==> config.mk <==
export PLATFORM = sky130hd
export DESIGN_NAME = irq_prio_ctrl
export DESIGN_NICKNAME = d
export VERILOG_FILES = /design/src/rtl/irq_prio_pkg.sv /design/src/rtl/irq_pin_sense.sv /design/src/rtl/irq_arbiter.sv /design/src/rtl/irq_prio_ctrl.sv
export SDC_FILE = /design/constraint.sdc
export NUM_CORES = 1
export LEC_CHECK = 0
export ABC_AREA = 0
export BUFFER_PORTS_ARGS = -buffer_cell sky130_fd_sc_hd__buf_2
export CAP_MARGIN = 5
export CORE_MARGIN = 3
export CORE_UTILIZATION = 56
export DETAILED_ROUTE_END_ITERATION = 8
export PLACE_DENSITY_LB_ADDON = 0.08
export SYNTH_ARGS = -nofsm -noshare
export SYNTH_HDL_FRONTEND = slang
export SYNTH_SLANG_ARGS = --single-unit
==> constraint.sdc <==
create_clock -name clk -period 31.6 [get_ports clk]
set_input_delay 4.74 -clock clk [delete_from_list [all_inputs] [get_ports clk]]
set_output_delay 4.74 -clock clk [all_outputs]
set_load 0.01 [all_outputs]
==> src/rtl/irq_prio_pkg.sv <==
package irq_prio_pkg;
  typedef logic [2:0] lvl_t;
  localparam lvl_t LVL_OFF = 3'd7;
  localparam logic [2:0] SNS_RISE = 3'd0;
  localparam logic [2:0] SNS_FALL = 3'd1;
  localparam logic [2:0] SNS_BOTH = 3'd2;
  localparam logic [2:0] SNS_HIGH = 3'd3;
  localparam logic [2:0] SNS_LOW  = 3'd4;
endpackage

==> src/rtl/irq_pin_sense.sv <==
module irq_pin_sense
  import irq_prio_pkg::*;
(
  input  logic       clk,
  input  logic       rst_n,
  input  logic       pin_i,
  input  logic [2:0] mode_i,
  input  logic       clr_i,
  output logic       req_o
);
  logic s1_q, s2_q, s3_q, pend_q, pend_d;
  logic rise, fall, hit;

  always_comb begin
    rise = s2_q & ~s3_q;
    fall = ~s2_q & s3_q;
    case (mode_i)
      SNS_RISE: hit = rise;
      SNS_FALL: hit = fall;
      SNS_BOTH: hit = rise | fall;
      default:  hit = 1'b0;
    endcase
    if (hit)        pend_d = 1'b1;
    else if (clr_i) pend_d = 1'b0;
    else            pend_d = pend_q;
    case (mode_i)
      SNS_RISE, SNS_FALL, SNS_BOTH: req_o = pend_q;
      SNS_HIGH: req_o = s2_q;
      SNS_LOW:  req_o = ~s2_q;
      default:  req_o = 1'b0;
    endcase
  end

  always_ff @(posedge clk or negedge rst_n) begin
    if (!rst_n) begin
      s1_q   <= 1'b0;
      s2_q   <= 1'b0;
      s3_q   <= 1'b0;
      pend_q <= 1'b0;
    end else begin
      s1_q   <= pin_i;
      s2_q   <= s1_q;
      s3_q   <= s2_q;
      pend_q <= pend_d;
    end
  end

  assert_clear_drops_pending_R10: assert property (@(posedge clk) disable iff (!rst_n)
    (clr_i && !hit) |=> !pend_q);
  assert_pending_only_in_edge_mode_R5: assert property (@(posedge clk) disable iff (!rst_n)
    $rose(pend_q) |-> ($past(mode_i) <= SNS_BOTH));
endmodule

==> src/rtl/irq_arbiter.sv <==
module irq_arbiter
  import irq_prio_pkg::*;
#(
  parameter int N     = 19,
  parameter int IDX_W = 5
) (
  input  logic                 clk,
  input  logic                 rst_n,
  input  logic [N-1:0]         req_i,
  input  lvl_t [N-1:0]         prio_i,
  output logic                 valid_o,
  output logic [IDX_W-1:0]     idx_o,
  output lvl_t                 lvl_o
);
  always_comb begin
    valid_o = 1'b0;
    idx_o   = '0;
    lvl_o   = LVL_OFF;
    // scan downward so that with <= the lowest index wins a tie
    for (int i = N - 1; i >= 0; i--) begin
      if (req_i[i] && (prio_i[i] != LVL_OFF) && (!valid_o || prio_i[i] <= lvl_o)) begin
        valid_o = 1'b1;
        idx_o   = IDX_W'(i);
        lvl_o   = prio_i[i];
      end
    end
  end

  assert_winner_enabled_R2: assert property (@(posedge clk) disable iff (!rst_n)
    valid_o |-> (req_i[idx_o] && prio_i[idx_o] == lvl_o && lvl_o != LVL_OFF));
endmodule

==> src/rtl/irq_prio_ctrl.sv <==
module irq_prio_ctrl
  import irq_prio_pkg::*;
#(
  parameter int N_EXT = 11,
  parameter int N_PER = 8,
  parameter int VEC_W = 8,
  parameter int IDX_W = $clog2(N_EXT + N_PER)
) (
  input  logic             clk,
  input  logic             rst_n,
  input  logic [N_EXT-1:0] ext_pin_i,
  input  logic [N_PER-1:0] per_req_i,
  input  logic             cfg_we_i,
  input  logic [IDX_W-1:0] cfg_sel_i,
  input  logic [5:0]       cfg_wdata_i,
  input  logic             clr_we_i,
  input  logic [IDX_W-1:0] clr_sel_i,
  input  logic             mask_we_i,
  input  logic [2:0]       mask_wdata_i,
  input  logic             ack_i,
  output logic             irq_o,
  output logic [VEC_W-1:0] irq_vec_o,
  output logic [2:0]       irq_level_o,
  output logic [2:0]       mask_o
);
  localparam int N = N_EXT + N_PER;

  lvl_t [N-1:0]           prio_q, prio_d;
  logic [N_EXT-1:0][2:0]  sense_q, sense_d;
  lvl_t                   mask_q, mask_d;
  logic [N-1:0]           req;
  logic [N_EXT-1:0]       pin_clr;
  logic                   win_valid, ack_take;
  logic [IDX_W-1:0]       win_idx;
  lvl_t                   win_lvl;

  genvar g;
  generate
    for (g = 0; g < N_EXT; g++) begin : g_pin
      assign pin_clr[g] = (clr_we_i && clr_sel_i == IDX_W'(g)) ||
                          (ack_take && win_idx == IDX_W'(g));
      irq_pin_sense u_sense (
        .clk    (clk),
        .rst_n  (rst_n),
        .pin_i  (ext_pin_i[g]),
        .mode_i (sense_q[g]),
        .clr_i  (pin_clr[g]),
        .req_o  (req[g])
      );
    end
  endgenerate
  assign req[N-1:N_EXT] = per_req_i;

  irq_arbiter #(.N(N), .IDX_W(IDX_W)) u_arb (
    .clk     (clk),
    .rst_n   (rst_n),
    .req_i   (req),
    .prio_i  (prio_q),
    .valid_o (win_valid),
    .idx_o   (win_idx),
    .lvl_o   (win_lvl)
  );

  always_comb begin
    irq_o       = win_valid && (win_lvl < mask_q);
    ack_take    = ack_i && irq_o;
    irq_vec_o   = VEC_W'(win_idx);
    irq_level_o = win_lvl;
    mask_o      = mask_q;
    prio_d      = prio_q;
    sense_d     = sense_q;
    for (int i = 0; i < N; i++) begin
      if (cfg_we_i && cfg_sel_i == IDX_W'(i)) prio_d[i] = cfg_wdata_i[2:0];
    end
    for (int i = 0; i < N_EXT; i++) begin
      if (cfg_we_i && cfg_sel_i == IDX_W'(i)) sense_d[i] = cfg_wdata_i[5:3];
    end
    if (ack_take)       mask_d = win_lvl;
    else if (mask_we_i) mask_d = mask_wdata_i;
    else                mask_d = mask_q;
  end

  always_ff @(posedge clk or negedge rst_n) begin
    if (!rst_n) begin
      prio_q  <= {N{LVL_OFF}};
      sense_q <= {N_EXT{SNS_RISE}};
      mask_q  <= '0;
    end else begin
      if (cfg_we_i) begin
        prio_q  <= prio_d;
        sense_q <= sense_d;
      end
      if (ack_take || mask_we_i) mask_q <= mask_d;
    end
  end

  assert_ack_loads_mask_R9: assert property (@(posedge clk) disable iff (!rst_n)
    (ack_i && irq_o) |=> (mask_o == $past(irq_level_o)));
  assert_idle_ack_keeps_mask_R11: assert property (@(posedge clk) disable iff (!rst_n)
    (!(ack_i && irq_o) && !mask_we_i) |=> $stable(mask_o));
  assert_offer_below_mask_R8: assert property (@(posedge clk) disable iff (!rst_n)
    irq_o |=> ($past(mask_we_i) || $past(ack_i) || $past(irq_level_o) < mask_o));
endmodule

==> results of run 1 <==
==> layer usage <==
layer	GRT usage (%)	vias to the layer above	wire length, um
li1	-	4306	-
met1	44.5	4782	13600
met2	54.3	708	16400
met3	7.43	252	3420
met4	16.6	0	2450
met5	0	-	0
==> layout by cell type, fill, tap and decap left out, types with 6 or more instances in the layout <==
cell type and count:
buf_4 265, mux2_2 84, dfrtp_1 80, inv_1 78, nand2_1 75, dfstp_2 57
ha_1 56, buf_2 50, nor2_1 42, o21ai_0 36, nand3_1 33, a21oi_1 28
nand2b_1 24, ha_4 21, buf_6 20, o21ai_2 18, clkbuf_16 17, nor2b_1 13
a31oi_1 13, nand4_1 12, nor3_1 11, a21o_1 10, nor2b_4 9, a211oi_1 9
o21a_1 9, o21ai_1 9, o22a_1 9, o31ai_1 8, o22ai_1 8, inv_2 7
nand2_2 7, a21oi_2 6, nor4b_1 6
==> cells by family (layout without fill, tap and decap cells) <==
group | after synthesis | in the layout | synth area share (%)
AO/OA/AOI/OAI | 262 | 262 | 19.5
flip-flops | 137 | 137 | 37.3
adder cells (fa/ha/maj) | 78 | 78 | 10.4
other | 1 | 3 | 0.0400
buffers and inverters | 107 | 453 | 4.60
multiplexers | 96 | 96 | 11.5
AND/OR/NAND/NOR | 300 | 300 | 16.7
==> through the flow <==
step | TNS (ns) | hold WS (ns)
floorplan | -0.771 | 0.331
global placement | -4.27 | 0.333
detailed placement | -10.04 | 0.336
CTS | -1.44 | 0.350
global route | -29.77 | 0.354
finish | -24.52 | 0.349
==> sequential cells by signal, indices dropped and copies added (netlist names) <==
name                  flops
g_pin.u_sense.pend_q     11
sense_q                  33
g_pin.u_sense.s2_q       11
g_pin.u_sense.s1_q       11
mask_o                    3
g_pin.u_sense.s3_q       11
prio_q                   57
==> worst register-to-register path: cells and delay by family (launching register included) <==
kind / cells / cell delay (ns)
AOI/OAI and AO/OA: 70 / 12.63
and+or+nand+nor: 38 / 5.93
adders and majority gates: 19 / 5.00
buffers and inverters: 11 / 1.46
muxes: 4 / 1.26
DFF: 1 / 0.54
==> layout make-up <==
class,count,area share [%]
tap,216,1.98
timing repair buffer,336,18.2
clock buffer,18,3.14
multi-input combinational,739,47.8
inverter,85,2.34
clock inverter,14,0.981
sequential,137,25.6
==> path summary, 6_finish.rpt <==
check	startpoint	to	slack (ns)	depth (start not counted)
worst max-delay path	per_req_i[7]	irq_o	-3.21	138
worst min-delay path	g_pin[0].u_sense.s1_q$_DFF_PN0_	g_pin[0].u_sense.s2_q$_DFF_PN0_	0.35	0
worst max register to register	prio_q[55]$_DFFE_PN1P_	g_pin[6].u_sense.pend_q$_DFFE_PN0P_	4.66	142
worst min register to register	g_pin[0].u_sense.s1_q$_DFF_PN0_	g_pin[0].u_sense.s2_q$_DFF_PN0_	0.35	0
max in group asynchronous	rst_n	g_pin[4].u_sense.pend_q$_DFFE_PN0P_	26.03	2
min in group asynchronous	rst_n	sense_q[31]$_DFFE_PN0P_	4.32	1
==> timing repair <==
item / CTS / global route
hold buffers: 0 / 0
buffers inserted: 114 / 46
setup endpoints to repair: 9 / 9
pin swaps: 73 / 101
gates resized for setup: 101 / 91
==> key figures, run 1 <==
Status
  – Outcome: complete, but fails checks
  – Failing checks: negative setup slack

Detailed routing
  – Antenna Nets Post-Route: 0
  – DRC Markers: 0
  – DR vias: between 10,000 and 15,000
  – 1st-pass router iterations: 6
  – DRT Wirelength: roughly 36,000 um
  – WL per Instance: 23.2 um
  – First DRT Iteration DRCs: about 1,200
  – Post-DR vias/cell: ~6.5

Logic synthesis
  – Area leader, netlist: dfrtp_1
  – Register area share after synthesis: roughly 37%
  – Seq cells post-synth: between 100 and 150
  – Mean post-synth cell area: between 9 and 10 um2
  – Mapped Area: 9380 um2
  – Post-synth EDFFs: 0
  – FFs w/ async S/R, synth: 100%
  – Main flop type after synthesis: dfrtp_1
  – Synth cell types: between 80 and 90
  – Post-synth top cells: mux2_2 (88), inv_1 (85), nand2_1 (82)
  – Synth top area cells: dfrtp_1 (21%), dfstp_2 (16%), mux2_2 (11%)
  – Top-count cell post-synth: mux2_2
  – Mapped Cells: about 1,000
  – Yosys top cell area share: roughly a fifth
  – Ys Warns: 0

Clocking
  – Later-pin clock latency in the skew report: between 0.4 and 0.5 ns
  – Clock transition at the registers of the reported paths: 0.06 ns
  – H-tree levels: 4
  – Clk buf depth: 2
  – Root Buffer: clkbuf_16
  – CTS tree: built
  – TritonCTS Buffers: 17
  – Clock sinks: approximately 140

STA
  – Period Utilization, post-route: 110%
  – Final WS setup: -3.21 ns
  – Rel. slew slack: 15.7%
  – Fmax: approximately 29 MHz
  – Final hold vios: 0
  – Clock skew: 0.00951 ns
  – Max Slew Vio Count: 0
  – Min cycle time layout: about 35 ns
  – RSZ-0062 raised after global routing: true
  – Least-Margin Pin Slew: around 1.3 ns
  – # setup viols final: 9

Setup path
  – Max incr delay on CP: around 0.43 ns
  – Slowest cell on crit path: a211oi_1
  – Delay-heaviest family, CP: compound AO/OA/AOI/OAI gates
  – Worst EP arrival: approximately 30 ns
  – CP dominant cell by count: o21ai_2
  – Worst path bufs/invs: 11
  – CP max FO: 9
  – Worst EP required: 26.86 ns
  – Worst setup EP type: output pin
  – CP Launch Type: input port
  – CP Class: in -> out

Global route
  – All-layer global routing usage: between 30% and 40%
  – Vias in the first global route: about 9,400
  – GR Overflow Total: 0
  – First-pass GRT wire length: 49,100 um
  – Largest net degree at the start of global routing: 74
  – Initial antenna violation count: 0

Placed design
  – Placed cell area: between 10,000 and 15,000 um2
  – Port Buffers: 55
  – Placer Congestion: around 0.96
  – Final HPWL DP: between 15,000 and 20,000 um
  – Dpl cells: 1,357
  – Setup WS pre-CTS: -1.91 ns

Min path
  – Worst Hold Class: reg -> reg

Finish
  – Nets: between 1,000 and 1,500
  – Area grow syn2layout: 45.5%
  – Share of cells above drive strength 1: 51.2%
  – Final Util: 84.7%
  – FF+latch area: 3500 um2
  – Antenna diode count: 0
  – Post-route insts no fill: ~1,500
  – Fin area: 13,700 um2
  – Filler cells: 829
  – Multi-input combinational cell area: roughly 6500 um2

Job
  – Max-cap check violation count: 0

Floorplan
  – Die height: 135 um
  – Number of I/O pins: a little under 60
  – Initial core utilization: roughly 58%
  – Die width: 135 um
  – Core ar.: 16,100 um2
  – Row count: 46
  – Die area: between 15,000 and 20,000 um2
Power of run 1 is not shown: default switching activity piles up to over one toggle a cycle in this logic, so the estimate is an artifact.
==> run 2, diff against run 1 <==
--- a/config.mk
+++ b/config.mk
@@ -5,11 +5,11 @@
 export SDC_FILE = /design/constraint.sdc
 export NUM_CORES = 1
 export LEC_CHECK = 0
-export ABC_AREA = 0
 export BUFFER_PORTS_ARGS = -buffer_cell sky130_fd_sc_hd__buf_2
 export CAP_MARGIN = 5
 export CORE_MARGIN = 3
-export CORE_UTILIZATION = 56
+export CORE_UTILIZATION = 58
+export CTS_BUF_LIST = sky130_fd_sc_hd__clkbuf_8
 export DETAILED_ROUTE_END_ITERATION = 8
 export PLACE_DENSITY_LB_ADDON = 0.08
 export SYNTH_ARGS = -nofsm -noshare
==> key figures, run 2 (synthesis results as in run 1) <==
Min path
  – Min-delay src: g_pin[4].u_sense.s1_q$_DFF_PN0_
  – Worst Hold Class: reg -> reg
  – Hold depth: 0
  – Hold worst-path end: g_pin[4].u_sense.s2_q$_DFF_PN0_

Setup path
  – Max incr delay on CP: about 0.37 ns
  – FF-to-FF setup slack: around 5.9 ns
  – Slowest cell on crit path: mux2_4
  – CP max FO: 8
  – RR Startpoint: prio_q[55]$_DFFE_PN1P_
  – Worst EP required: approximately 27 ns
  – Worst setup EP type: output pin
  – Reg2Reg Depth: 145
  – Worst r2r dst: g_pin[8].u_sense.pend_q$_DFFE_PN0P_
  – CP Class: in -> out
  – Worst EP arrival: a little under 30 ns
  – CP Launch Type: input port
  – CP dominant cell by count: ha_1

Placed design
  – Dpl cells: about 1,300
  – Final HPWL DP: approximately 19,000 um
  – Placer Congestion: 0.956
  – Port Buffers: 55

Floorplan
  – Die height: roughly 130 um
  – Core ar.: around 16,000 um2
  – Row count: between 40 and 50
  – Die area: between 15,000 and 20,000 um2
  – Initial core utilization: between 60% and 70%
  – Die width: roughly 130 um
  – Number of I/O pins: slightly below 60

STA
  – Fmax: slightly below 30 MHz
  – Clock skew: 0.0116 ns
  – Final hold vios: 0
  – Period Utilization, post-route: 106%
  – Final WS setup: -1.97 ns
  – Least-Margin Pin Slew: between 1 and 1.5 ns
  – Max Slew Vio Count: 0
  – Hold slack: 0.355 ns
  – # setup viols final: 9
  – Min cycle time layout: between 30 and 40 ns
  – Rel. slew slack: 19.5%
  – RSZ-0062 raised after global routing: true

Detailed routing
  – Post-DR vias/cell: roughly 6.2
  – WL per Instance: a little under 20 um
  – DR vias: between 9,000 and 10,000
  – Antenna Nets Post-Route: 0
  – DRT Wirelength: around 29,000 um
  – DRC Markers: 0
  – 1st-pass router iterations: 7
  – First DRT Iteration DRCs: 871

Global route
  – Initial antenna violation count: 0
  – Largest net degree at the start of global routing: 72
  – GR Overflow Total: 0
  – Vias in the first global route: between 8,000 and 9,000
  – First-pass GRT wire length: 44,700 um
  – All-layer global routing usage: 31.4%

Clocking
  – Root Buffer: clkbuf_8
  – Clock transition at the registers of the reported paths: roughly 0.090 ns
  – CTS tree: built
  – H-tree levels: 4
  – Clk buf depth: 2
  – # hold bufs at CTS: 0
  – Later-pin clock latency in the skew report: about 0.48 ns
  – Clock sinks: about 140
  – TritonCTS Buffers: 17

Finish
  – Regs by FF count: prio_q: 57 flops, sense_q: 33 flops
  – Area grow syn2layout: 35.8%
  – Antenna diode count: 0
  – Nets: between 1,000 and 1,500
  – Most common cell after layout, fill and taps aside: buf_4
  – Filler cells: just over 900
  – Post-route insts no fill: approximately 1,500
  – Commonest non-fill, non-tap cells in the layout: buf_4 (200), mux2_2 (85), dfrtp_1 (80)
  – Max reg flops: between 50 and 60
  – Top reg by flops: prio_q
  – Share of cells above drive strength 1: a little under half

Status
  – Outcome: complete, but fails checks
  – Failing checks: negative setup slack

Job
  – Max-cap check violation count: 0
[run 2: per-stage QoR]
stage	util, %	setup TNS [ns]	setup slack (ns)	cell area [um2]
floorplan	-	-0.771	-0.771	9610
global placement	69.9	-8.68	-1.78	10900
detailed placement	69.9	-11.95	-2.14	10900
CTS	79.2	-6.18	-1.19	12300
global route	82.0	-24.02	-3.20	12700
finish	82.0	-13.56	-1.97	12700
[run 2: critical path, delay by kind of cell]
family,cells,cell delay [ns]
muxes,5,1.40
and+or+nand+nor,33,4.36
AOI/OAI and AO/OA,67,11.17
buffers and inverters,15,1.96
adders and majority gates,19,5.21
[run 2: layer usage]
layer / vias to the layer above / GRT usage, % / part of all wire [%]
met1: 4494 / 43.6 / 44
li1: 4162 / - / -
met4: 0 / 8.40 / 2.6
met3: 78 / 5.74 / 6.4
met5: - / 0 / 0
met2: 351 / 51.0 / 47
[run 2: cell type report]
class	count	area [um2]	share of cell area (%)
well taps	211	264	2.07
repair buffers	265	1920	15.1
inverters	85	322	2.52
flip-flops and latches	137	3500	27.5
clock inverters	15	158	1.24
multi-input cells	739	6340	49.8
clock buffers	17	234	1.84
[run 2: how the worst max path moves through the flow]
| stage | startpoint | end | depth (start not counted) |
|---|---|---|---|
| 2_1_floorplan | per_req_i[7] | irq_o | 141 |
| 3_3_place_gp | per_req_i[7] | irq_o | 138 |
| 3_5_place_dp | per_req_i[7] | irq_o | 137 |
| 4_1_cts | per_req_i[7] | irq_o | 135 |
| 5_1_grt | per_req_i[7] | irq_o | 139 |
| 6_report | per_req_i[7] | irq_o | 139 |
[run 2: what timing repair did]
action / CTS / global route
resized for setup: 105 / 51
setup buffers: 72 / 23
endpoints found under the hold margin: 0 / 0
pin swaps: 89 / 50
endpoints found under the setup margin: 9 / 9
Power of run 2 is left out for the same reason.
==> run 3, diff against run 2 <==
--- a/config.mk
+++ b/config.mk
@@ -12,6 +12,8 @@
 export CTS_BUF_LIST = sky130_fd_sc_hd__clkbuf_8
 export DETAILED_ROUTE_END_ITERATION = 8
 export PLACE_DENSITY_LB_ADDON = 0.08
+export REMOVE_ABC_BUFFERS = 1
+export SKIP_LAST_GASP = 1
 export SYNTH_ARGS = -nofsm -noshare
 export SYNTH_HDL_FRONTEND = slang
 export SYNTH_SLANG_ARGS = --single-unit
==> key figures, run 3 (synthesis results as in run 1) <==
Status
  – Outcome: complete, but fails checks
  – Failing checks: negative setup slack

Detailed routing
  – First DRT Iteration DRCs: approximately 1,200
  – DR vias: ~10,000
  – WL per Instance: 24.1 um
  – DRT Wirelength: approximately 37,000 um
  – Post-DR vias/cell: between 6 and 7
  – DRC Markers: 0
  – Antenna Nets Post-Route: 0
  – 1st-pass router iterations: 8

Job
  – Max-cap check violation count: 0

Finish
  – Share of cells above drive strength 1: 53.4%
  – Nets: 1,430
  – Regs by FF count: prio_q: 57 flops, sense_q: 33 flops
  – Commonest non-fill, non-tap cells in the layout: buf_4 (248), mux2_2 (85), dfrtp_1 (80)
  – Top reg by flops: prio_q
  – Most common cell after layout, fill and taps aside: buf_4
  – Antenna diode count: 0
  – Max reg flops: between 50 and 60
  – Area grow syn2layout: 46.2%

STA
  – Rel. slew slack: between 20% and 30%
  – Least-Margin Pin Slew: between 1 and 1.5 ns
  – Final WS setup: -3.03 ns
  – RSZ-0062 raised after global routing: true
  – Final hold vios: 0
  – Max Slew Vio Count: 0
  – Clock skew: ~0.017 ns
  – Min cycle time layout: 34.63 ns
  – # setup viols final: 9
  – Fmax: between 20 and 30 MHz
  – Period Utilization, post-route: 110%

Global route
  – All-layer global routing usage: 35.9%
  – Largest net degree at the start of global routing: 75
  – Vias in the first global route: a little under 10,000
  – Initial antenna violation count: 0
  – First-pass GRT wire length: 50,100 um
  – GR Overflow Total: 0

Floorplan
  – Die width: 133 um
  – Initial core utilization: between 60% and 70%
  – Die area: 17,700 um2
  – Core ar.: 15,500 um2
  – Number of I/O pins: ~60
  – Die height: about 130 um
  – Row count: 45

Min path
  – Worst Hold Class: reg -> reg

Clocking
  – Clock transition at the registers of the reported paths: about 0.090 ns
  – TritonCTS Buffers: 17
  – Root Buffer: clkbuf_8
  – H-tree levels: 4
  – CTS tree: built
  – Later-pin clock latency in the skew report: ~0.47 ns
  – Clock sinks: roughly 140
  – # hold bufs at CTS: 0
  – Clk buf depth: 2

Setup path
  – CP Class: in -> out
  – CP Launch Type: input port
  – Worst r2r dst: g_pin[9].u_sense.pend_q$_DFFE_PN0P_
  – Max incr delay on CP: 0.37 ns
  – RR Startpoint: prio_q[55]$_DFFE_PN1P_
  – CP max FO: 4
  – FF-to-FF setup slack: just under 4 ns
  – Worst setup EP type: output pin
  – CP startpoint: per_req_i[7]
  – Worst EP arrival: 29.89 ns
  – Slowest cell on crit path: or3_4
  – CP dominant cell by count: o21ai_2
  – Crit path capture: irq_o
  – Worst EP required: around 27 ns
  – Reg2Reg Depth: 163

Placed design
  – Setup WS pre-CTS: -3.28 ns
  – Placer Congestion: roughly 0.94
  – Port Buffers: 55
  – Final HPWL DP: ~19,000 um
run 3: changes by cell type in the layout (fill, tap and decap cells not counted), moves of 4 or more:
cell,change
ha_1,-12
buf_6,+17
nor2_1,-4
nand2_1,-6
nor2b_4,+6
nor2b_1,-6
o21ai_1,-4
o21ai_2,+5
o31ai_2,+4
inv_8,-5
o31ai_1,-4
nand2_4,+7
buf_4,+48
ha_4,+12
run 3: cell type report:
cell class,count,area (um2)
multi-input cells,739,6770
flip-flops and latches,137,3500
repair buffers,328,2480
fillers,708,1820
inverters,85,324
well taps,211,264
clock buffers,17,234
clock inverters,15,140
run 3: repair_timing:
action	CTS	global route
resized for setup	182	140
setup endpoints to repair	9	23
pin swaps	99	86
hold endpoints to repair	0	0
buffers inserted	138	38
run 3: worst min path at each step:
stage	from	end	cells past startpoint
after floorplan	g_pin[0].u_sense.s1_q$_DFF_PN0_	g_pin[0].u_sense.s2_q$_DFF_PN0_	0
after global placement	g_pin[7].u_sense.s1_q$_DFF_PN0_	g_pin[7].u_sense.s2_q$_DFF_PN0_	0
after detailed placement	g_pin[4].u_sense.s1_q$_DFF_PN0_	g_pin[4].u_sense.s2_q$_DFF_PN0_	0
after CTS	g_pin[10].u_sense.s1_q$_DFF_PN0_	g_pin[10].u_sense.s2_q$_DFF_PN0_	0
after global routing	g_pin[10].u_sense.s1_q$_DFF_PN0_	g_pin[10].u_sense.s2_q$_DFF_PN0_	0
final	g_pin[10].u_sense.s1_q$_DFF_PN0_	g_pin[10].u_sense.s2_q$_DFF_PN0_	0
run 3: per-stage QoR:
step           cells  utilization (%)  hold WS, ns  cell area, um2  setup TNS (ns)
3_3_place_gp    1348             69.0        0.332           10700          -16.48
2_1_floorplan    961                -        0.331            9280           -8.64
5_1_grt         1532             88.3        0.356           13700          -40.44
6_report        1532             88.3        0.348           13700          -18.93
3_5_place_dp    1348             69.0        0.337           10700          -20.71
4_1_cts         1517             83.1        0.352           12900           -6.25
run 3: routing by layer:
layer / track usage [%] / up-vias / part of all wire, %
met5: 0 / - / 0
met4: 25.6 / 0 / 8.5
met3: 8.31 / 260 / 7.8
met2: 61.4 / 706 / 49
met1: 39.1 / 4998 / 35
li1: - / 4283 / -
run 3: worst max-delay path, delay by kind of cell:
| family | cells | cell delay [ns] |
|---|---|---|
| AOI/OAI and AO/OA | 71 | 11.28 |
| adders and majority gates | 19 | 5.00 |
| buffers and inverters | 19 | 2.34 |
| muxes | 5 | 1.46 |
| and+or+nand+nor | 32 | 4.98 |
Power of run 3 is left out for the same reason.
